File: src/rtl/alu_exec_pkg.sv
package alu_exec_pkg;

  typedef enum logic [3:0] {
    OPC_AND = 4'd0,  OPC_EOR = 4'd1,  OPC_SUB = 4'd2,  OPC_RSB = 4'd3,
    OPC_ADD = 4'd4,  OPC_ADC = 4'd5,  OPC_SBC = 4'd6,  OPC_RSC = 4'd7,
    OPC_TST = 4'd8,  OPC_TEQ = 4'd9,  OPC_CMP = 4'd10, OPC_CMN = 4'd11,
    OPC_ORR = 4'd12, OPC_MOV = 4'd13, OPC_BIC = 4'd14, OPC_MVN = 4'd15
  } opc_e;

  typedef struct packed {
    logic n;
    logic z;
    logic c;
    logic v;
  } nzcv_t;

  localparam logic [3:0] COND_UNDEF = 4'hF;

  // compare/test group occupies opcodes 8..11
  function automatic logic opc_is_compare(input opc_e o);
    return o[3:2] == 2'b10;
  endfunction

endpackage

File: src/rtl/alu_cond_eval.sv
module alu_cond_eval
  import alu_exec_pkg::*;
(
  input  logic [3:0] cond,
  input  nzcv_t      flg,
  output logic       pass,
  output logic       undef
);
  logic base;

  // codes come in complementary pairs: even = test, odd = inverted test
  always_comb begin
    case (cond[3:1])
      3'd0:    base = flg.z;
      3'd1:    base = flg.c;
      3'd2:    base = flg.n;
      3'd3:    base = flg.v;
      3'd4:    base = flg.c & ~flg.z;
      3'd5:    base = (flg.n == flg.v);
      3'd6:    base = ~flg.z & (flg.n == flg.v);
      default: base = 1'b1;
    endcase
    undef = (cond == COND_UNDEF);
    pass  = base ^ cond[0];
  end
endmodule

File: src/rtl/alu_datapath.sv
module alu_datapath
  import alu_exec_pkg::*;
#(
  parameter int W = 32
) (
  input  opc_e         opc,
  input  logic [W-1:0] a,
  input  logic [W-1:0] b,
  input  logic         cin,
  output logic [W-1:0] res,
  output logic         arith,
  output logic         cout,
  output logic         ovf
);
  localparam int MSB = W - 1;

  logic [W-1:0] x, y, lres;
  logic         ci;
  logic [W:0]   sum;

  // single adder; subtraction is x + ~y + carry-in
  always_comb begin
    x     = '0;
    y     = '0;
    ci    = 1'b0;
    arith = 1'b1;
    lres  = '0;
    case (opc)
      OPC_SUB, OPC_CMP: begin x = a; y = ~b; ci = 1'b1; end
      OPC_RSB:          begin x = b; y = ~a; ci = 1'b1; end
      OPC_ADD, OPC_CMN: begin x = a; y = b;  ci = 1'b0; end
      OPC_ADC:          begin x = a; y = b;  ci = cin;  end
      OPC_SBC:          begin x = a; y = ~b; ci = cin;  end
      OPC_RSC:          begin x = b; y = ~a; ci = cin;  end
      OPC_AND, OPC_TST: begin arith = 1'b0; lres = a & b;  end
      OPC_EOR, OPC_TEQ: begin arith = 1'b0; lres = a ^ b;  end
      OPC_ORR:          begin arith = 1'b0; lres = a | b;  end
      OPC_MOV:          begin arith = 1'b0; lres = b;      end
      OPC_BIC:          begin arith = 1'b0; lres = a & ~b; end
      default:          begin arith = 1'b0; lres = ~b;     end
    endcase
  end

  assign sum  = {1'b0, x} + {1'b0, y} + {{W{1'b0}}, ci};
  assign res  = arith ? sum[MSB:0] : lres;
  assign cout = sum[W];
  assign ovf  = (x[MSB] == y[MSB]) & (sum[MSB] != x[MSB]);
endmodule

File: src/rtl/alu_flag_unit.sv
module alu_flag_unit
  import alu_exec_pkg::*;
#(
  parameter int W = 32
) (
  input  logic         pass,
  input  opc_e         opc,
  input  logic         set_flags,
  input  logic         rd_is_pc,
  input  logic [W-1:0] res,
  input  logic         arith,
  input  logic         cout,
  input  logic         ovf,
  input  logic         shc,
  input  nzcv_t        fin,
  output nzcv_t        fout,
  output logic         fwe,
  output logic         rwe,
  output logic         rreq
);
  nzcv_t calc;
  logic  cmp;

  assign cmp = opc_is_compare(opc);

  always_comb begin
    calc.n = res[W-1];
    calc.z = (res == '0);
    calc.c = arith ? cout : shc;
    calc.v = arith ? ovf  : fin.v;
  end

  always_comb begin
    fwe  = 1'b0;
    rwe  = 1'b0;
    rreq = 1'b0;
    if (pass) begin
      if (cmp) begin
        fwe = 1'b1;
      end else begin
        rwe = 1'b1;
        if (set_flags) begin
          if (rd_is_pc) rreq = 1'b1;
          else          fwe  = 1'b1;
        end
      end
    end
    fout = fwe ? calc : fin;
  end
endmodule

File: src/rtl/alu_exec_stage.sv
module alu_exec_stage
  import alu_exec_pkg::*;
#(
  parameter int DATA_W = 32,
  parameter int IDX_W  = 4
) (
  input  logic              clk,
  input  logic              rst,
  input  logic              in_valid,
  input  logic [3:0]        cond_in,
  input  logic [3:0]        opc_in,
  input  logic              set_flags,
  input  logic [IDX_W-1:0]  rd_in,
  input  logic [DATA_W-1:0] rn_val,
  input  logic [DATA_W-1:0] shop_val,
  input  logic              shop_carry,
  input  logic [3:0]        flags_in,
  output logic              out_valid,
  output logic [DATA_W-1:0] result,
  output logic [IDX_W-1:0]  rd_idx,
  output logic              rd_we,
  output logic [3:0]        flags_out,
  output logic              flags_we,
  output logic              restore_req,
  output logic              undef_instr
);
  localparam logic [IDX_W-1:0] PC_IDX = {IDX_W{1'b1}};

  opc_e              opc;
  nzcv_t             fin, fnext;
  logic              pass, undef;
  logic [DATA_W-1:0] res;
  logic              arith, cout, ovf;
  logic              fwe, rwe, rreq;

  assign opc = opc_e'(opc_in);
  assign fin = nzcv_t'(flags_in);

  alu_cond_eval u_cond (
    .cond (cond_in),
    .flg  (fin),
    .pass (pass),
    .undef(undef)
  );

  alu_datapath #(.W(DATA_W)) u_dp (
    .opc  (opc),
    .a    (rn_val),
    .b    (shop_val),
    .cin  (fin.c),
    .res  (res),
    .arith(arith),
    .cout (cout),
    .ovf  (ovf)
  );

  alu_flag_unit #(.W(DATA_W)) u_flg (
    .pass     (pass & ~undef),
    .opc      (opc),
    .set_flags(set_flags),
    .rd_is_pc (rd_in == PC_IDX),
    .res      (res),
    .arith    (arith),
    .cout     (cout),
    .ovf      (ovf),
    .shc      (shop_carry),
    .fin      (fin),
    .fout     (fnext),
    .fwe      (fwe),
    .rwe      (rwe),
    .rreq     (rreq)
  );

  always_ff @(posedge clk) begin
    if (rst) begin
      out_valid   <= 1'b0;
      result      <= '0;
      rd_idx      <= '0;
      rd_we       <= 1'b0;
      flags_out   <= '0;
      flags_we    <= 1'b0;
      restore_req <= 1'b0;
      undef_instr <= 1'b0;
    end else begin
      out_valid   <= in_valid;
      rd_we       <= in_valid & rwe;
      flags_we    <= in_valid & fwe;
      restore_req <= in_valid & rreq;
      undef_instr <= in_valid & undef;
      if (in_valid) begin
        result    <= res;
        rd_idx    <= rd_in;
        flags_out <= fnext;
      end
    end
  end
endmodule

File: config.mk
export PLATFORM = sky130hd
export DESIGN_NAME = alu_exec_stage
export DESIGN_NICKNAME = d
export VERILOG_FILES = /design/src/rtl/alu_exec_pkg.sv /design/src/rtl/alu_cond_eval.sv /design/src/rtl/alu_datapath.sv /design/src/rtl/alu_flag_unit.sv /design/src/rtl/alu_exec_stage.sv
export SDC_FILE = /design/constraint.sdc
export NUM_CORES = 1
export LEC_CHECK = 0
export BUFFER_PORTS_ARGS = -buffer_cell sky130_fd_sc_hd__buf_2
export CORE_UTILIZATION = 35
export DETAILED_ROUTE_END_ITERATION = 16
export PLACE_DENSITY = 0.59
export SLEW_MARGIN = 10
export SYNTH_ARGS = -nofsm -noshare
export SYNTH_HDL_FRONTEND = slang
export SYNTH_HIERARCHICAL = 1
export SYNTH_SLANG_ARGS = --single-unit
File: constraint.sdc
create_clock -name clk -period 5.7 [get_ports clk]
set_clock_uncertainty 0.1 [all_clocks]
set_input_delay 1.14 -clock clk [delete_from_list [all_inputs] [get_ports clk]]
set_output_delay 1.14 -clock clk [all_outputs]
set_load 0.03 [all_outputs]
Yosys cells after proc, flatten, opt, wreduce, memory -nomap -nowiden

Index checks and enable logic that the tools add are counted.

Flip-flop bits (word level): 45
Word-level logic and storage cells: 85
Bits of input ports: 85
Output and inout bits: 45

Bitwise logic cells: 17
Add/sub/neg operators: 2
Reduce and logical (&&, ||, !) cells: 12
Mux-type cells: 20
Eq/ne operators: 26

Operator list:

| kind                                                | count |
|---|---|
| case mux 32 bit (6 select lines)                    | 1 |
| case mux 32 bit (3 select lines)                    | 1 |
| AND 32 bit                                          | 2 |
| inverter 32 bit                                     | 2 |
| case mux 32 bit (2 select lines)                    | 1 |
| equality test 4 bit, second input constant          | 9 |
| adder 32 x 32 -> 33 bit                             | 1 |
| adder 33 x 1 -> 33 bit                              | 1 |
| logical NOT 32 bit                                  | 1 |
| two-way mux 32 bit                                  | 1 |
| OR 32 bit                                           | 1 |
| XOR 32 bit                                          | 1 |
| equality test 4 x 3 -> 1 bit, second input constant | 4 |
| two-way mux 1 bit                                   | 13 |
| OR reduction 3 bit                                  | 4 |
| equality test 3 bit, second input constant          | 3 |
| AND 1 bit                                           | 8 |
| equality test 4 x 2 -> 1 bit, second input constant | 2 |
| OR reduction 8 bit                                  | 1 |
| case mux 1 bit (7 select lines)                     | 1 |
| equality test 3 x 2 -> 1 bit, second input constant | 2 |
| OR reduction 2 bit                                  | 3 |
| OR reduction 6 bit                                  | 1 |
| equality test 4 x 1 -> 1 bit, second input constant | 1 |
| 10 further kinds                                    | 12 |

Logic depth before layout (Yosys ltp)

Word-level depth: 9
Gate-level depth with buffers: 22
Gate-level depth less buffers: 20

Hierarchy

The synthesis kept the hierarchy.

By module, submodules not included:

| module         | times used | cells an instance | seq. area each (µm²) | area each (µm²) |
|---|---|---|---|---|
| alu_datapath   | 1          | 759               | 0.0                  | 4,601.9 |
| alu_exec_stage | 1          | 141               | 900.9                | 1,625.3 |
| alu_flag_unit  | 1          | 26                | 0.0                  | 190.2 |
| alu_cond_eval  | 1          | 11                | 0.0                  | 102.6 |

Worst setup path after synthesis

No wires, ideal clock.

Path type: input port to flip-flop
From: input port opc_in[0]
To: register flags_out[2]
Arrival: 5.310 ns
Data required time: 5.485 ns
Setup time: 0.115 ns
Setup slack: 0.175 ns
Buffers on the path: 2
Stages: 22
Path through: clkbuf_1 inv_1 nand3_1 nand2b_1 clkbuf_1 nand2_1 o21ai_0 fa_1 fa_1 a211oi_1 o211ai_1 and2_4 a41oi_2 o211ai_2 a221o_1 or4b_1 nand3_1 nor4_1 nand4_1 o31ai_1 mux2i_1 nor2_1

RTL lines:

| item                   | RTL line             | text |
|---|---|---|
| start: declaration     | alu_exec_stage.sv:11 | `input logic [3:0] opc_in,` |
| end signal: assignment | alu_exec_stage.sv:93 | `flags_out <= fnext;` |
| end: declaration       | alu_exec_stage.sv:22 | `output logic [3:0] flags_out,` |

==> out/qor.csv <==
metric;value;unit
leakage;3.78;nW
die-width;138;um
critPathRequiredTime;5.84;ns
synth_area_per_cell;6.96;um^2
fmax;187;MHz
dr.pass1.iters;12;
p_per_area;181;mW/mm^2
synth_common_cells;nand2_1 (130), nor2_1 (107), o21ai_0 (84);
violations;DRC;
critical_path.startpoint_type;input pin;
finalWorstPathRequiredPeriod;5.35;ns
initial_core_util;36.0;%
grt_usage;23.7;%
drt_drc_violations_left;12;
gp_congestion;0.888;
syn_to_final_growth;20.4;%
dp.cells;1304;
numCtsBuffers;5;
slew_viol_final;0;
io_pins;130;
syn_nets;1087;
grt_first_pass_wirelength;36500;um
drive_gt1_share;21.4;%
slowest_delay;0.46;ns
cts_tree;built;
finalHoldViolCount;0;
cts_sinks;45;
vias_per_cell;5.61;
synth_area;0.00652;mm^2
io_buffers;129;
clock_path_buffers;2;
cts_resized;0;
dpl.hpwl;17000;um
postCtsSetupBuffers;0;
finalNonFillerCells;1312;
synthTopCellsByArea;dfxtp_1 (14%), ha_1 (12%), o221ai_1 (7.5%), nand2_1 (7.5%), mux2i_1 (6.8%);
nFillCells;1866;
postPlaceCellArea;0.00767;mm^2
path_class;input pin to flip-flop;
critPathMaxFanout;5;
synth_top_area_cell;dfxtp_1;
ys_types;72;
outcome;finished with violations;
min_path_type;flip-flop to flip-flop;
path_cells;buf_2, buf_4, nand2_1, nand3_1, nand2b_1, nand2_1, o21ai_0, fa_1, fa_1, a211oi_2, o211ai_1, and2_4, a41oi_2, o211ai_2, a31oi_1, xor2_1, o221ai_1, nor4_2, nand4_1, o31ai_1, mux2i_1, nor2_1;
period_share;93.9;%
crit_slowest_cell;fa_1;
power;1.42;mW
yosysMostFrequentCell;nand2_1;
antenna_cells;0;
synthFlopType;dfxtp_1;
synth-seq-cells;45;
root_buffer;clkbuf_16;
ant_nets;0;
die-area;0.0192;mm^2
grt_max_degree;49;
htreeDepth;2;
drv_cap;0;
grt_pass1_vias;6842;
final.setup.tns;0;ns
relSlewSlack;34.7;%
clk_pin_slew_worst_paths;0.08;ns
grt_antenna_before_repair;0;
setup_viol;0;
postRouteWirelength;23000;um
end_kind;flip-flop;
placementRows;49;
worstMarginPinSlew;0.974;ns
ys_async_sr_fraction;0;%
synthCells;937;
rsz0062_at_grt;no;
core-area;0.0181;mm^2
yosys_warnings;6;
vias;7360;
gr-total-overflow;0;
die_y;138;um
ir_drop;0.110;mV
clock_latency;0.31;ns
drt_iter0_markers;646;
synth_edf_count;0;
final_nets;1232;
cp.arrival;5.49;ns
cts_hold_buf;0;
fin_area;0.00785;mm^2
ys_seq_area_share;13.8;%
synth_top_area_share;13.8;%
wl_per_cell;17.5;um
-- state kept, by name (all words and copies together) (netlist names) --
name	count
undef_instr	1
out_valid	1
result	32
rd_idx	4
flags_we	1
restore_req	1
rd_we	1
flags_out	4
-- metrics by stage --
step / util, % / hold slack, ns / setup slack, ns
4_1_cts: 43.2 / 0.396 / 0.262
2_1_floorplan: - / 0.532 / 0.175
3_5_place_dp: 42.4 / 0.376 / -0.0683
5_1_grt: 43.4 / 0.409 / 0.0579
6_report: 43.4 / 0.391 / 0.350
3_3_place_gp: 42.4 / 0.369 / 0.0450
-- cells by family (layout without fill, tap and decap cells) --
group | Yosys count | after routing | share of synthesized area (%)
AO/OA/AOI/OAI | 308 | 308 | 32.1
XOR/XNOR | 26 | 26 | 3.49
adder cells (fa/ha/maj) | 65 | 65 | 12.7
buffers and inverters | 129 | 275 | 8.81
flip-flops | 45 | 45 | 13.8
multiplexers | 47 | 47 | 7.50
AND/OR/NAND/NOR | 317 | 317 | 21.6
-- metal layers --
metal / vias to the layer above / track usage, % / routed length [um]
met5: - / 0 / 0
li1: 3719 / - / -
met4: 0 / 5.80 / 382
met2: 220 / 38.5 / 10300
met3: 31 / 3.08 / 1230
met1: 3390 / 32.9 / 11000
-- worst paths after layout --
path | start | endpoint | slack, ns | cells after the start
min | result[23]$_SDFFE_PP0P_ | result[23]$_SDFFE_PP0P_ | 0.39 | 2
max | opc_in[2] | flags_out[2]$_SDFFE_PP0P_ | 0.35 | 22
max reg2reg | result[26]$_SDFFE_PP0P_ | result[26]$_SDFFE_PP0P_ | 4.89 | 2
min reg2reg | result[23]$_SDFFE_PP0P_ | result[23]$_SDFFE_PP0P_ | 0.39 | 2
-- layout by cell type (no fill, tap or decap), types with 14 or more instances in the layout --
master / synthesis / layout
dfxtp_1: 45 / 45
mux2i_1: 44 / 44
buf_4: 0 / 61
xor2_1: 14 / 14
ha_1: 63 / 63
a211oi_1: 22 / 21
o21ai_0: 84 / 84
buf_2: 4 / 129
o221ai_1: 56 / 56
nand2_1: 130 / 130
a21oi_1: 64 / 64
inv_1: 74 / 74
nor2_1: 107 / 107
-- report_power, final --
group          internal, mW  switching (mW)
clock network         0.164           0.154
registers             0.341          0.0125
logic                 0.299           0.453
-- area by class of cell --
class | count | area [um^2] | area share, %
Inverter | 75 | 284 | 3.62
Sequential cell | 45 | 901 | 11.5
Tap cell | 229 | 287 | 3.65
Clock inverter | 3 | 21.3 | 0.271
Timing Repair Buffer | 192 | 1130 | 14.5
Clock buffer | 5 | 125 | 1.59
Multi-Input combinational cell | 763 | 5090 | 64.9
-- critical path, delay by kind of cell --
| family | cells | cell delay, ns |
|---|---|---|
| xor+xnor | 1 | 0.16 |
| buf+inv | 2 | 0.25 |
| mux | 1 | 0.10 |
| fa+ha+maj | 2 | 0.88 |
| compound gates | 8 | 1.73 |
| simple gates | 8 | 1.21 |
Note: power is estimated with default switching activity, not from simulation.
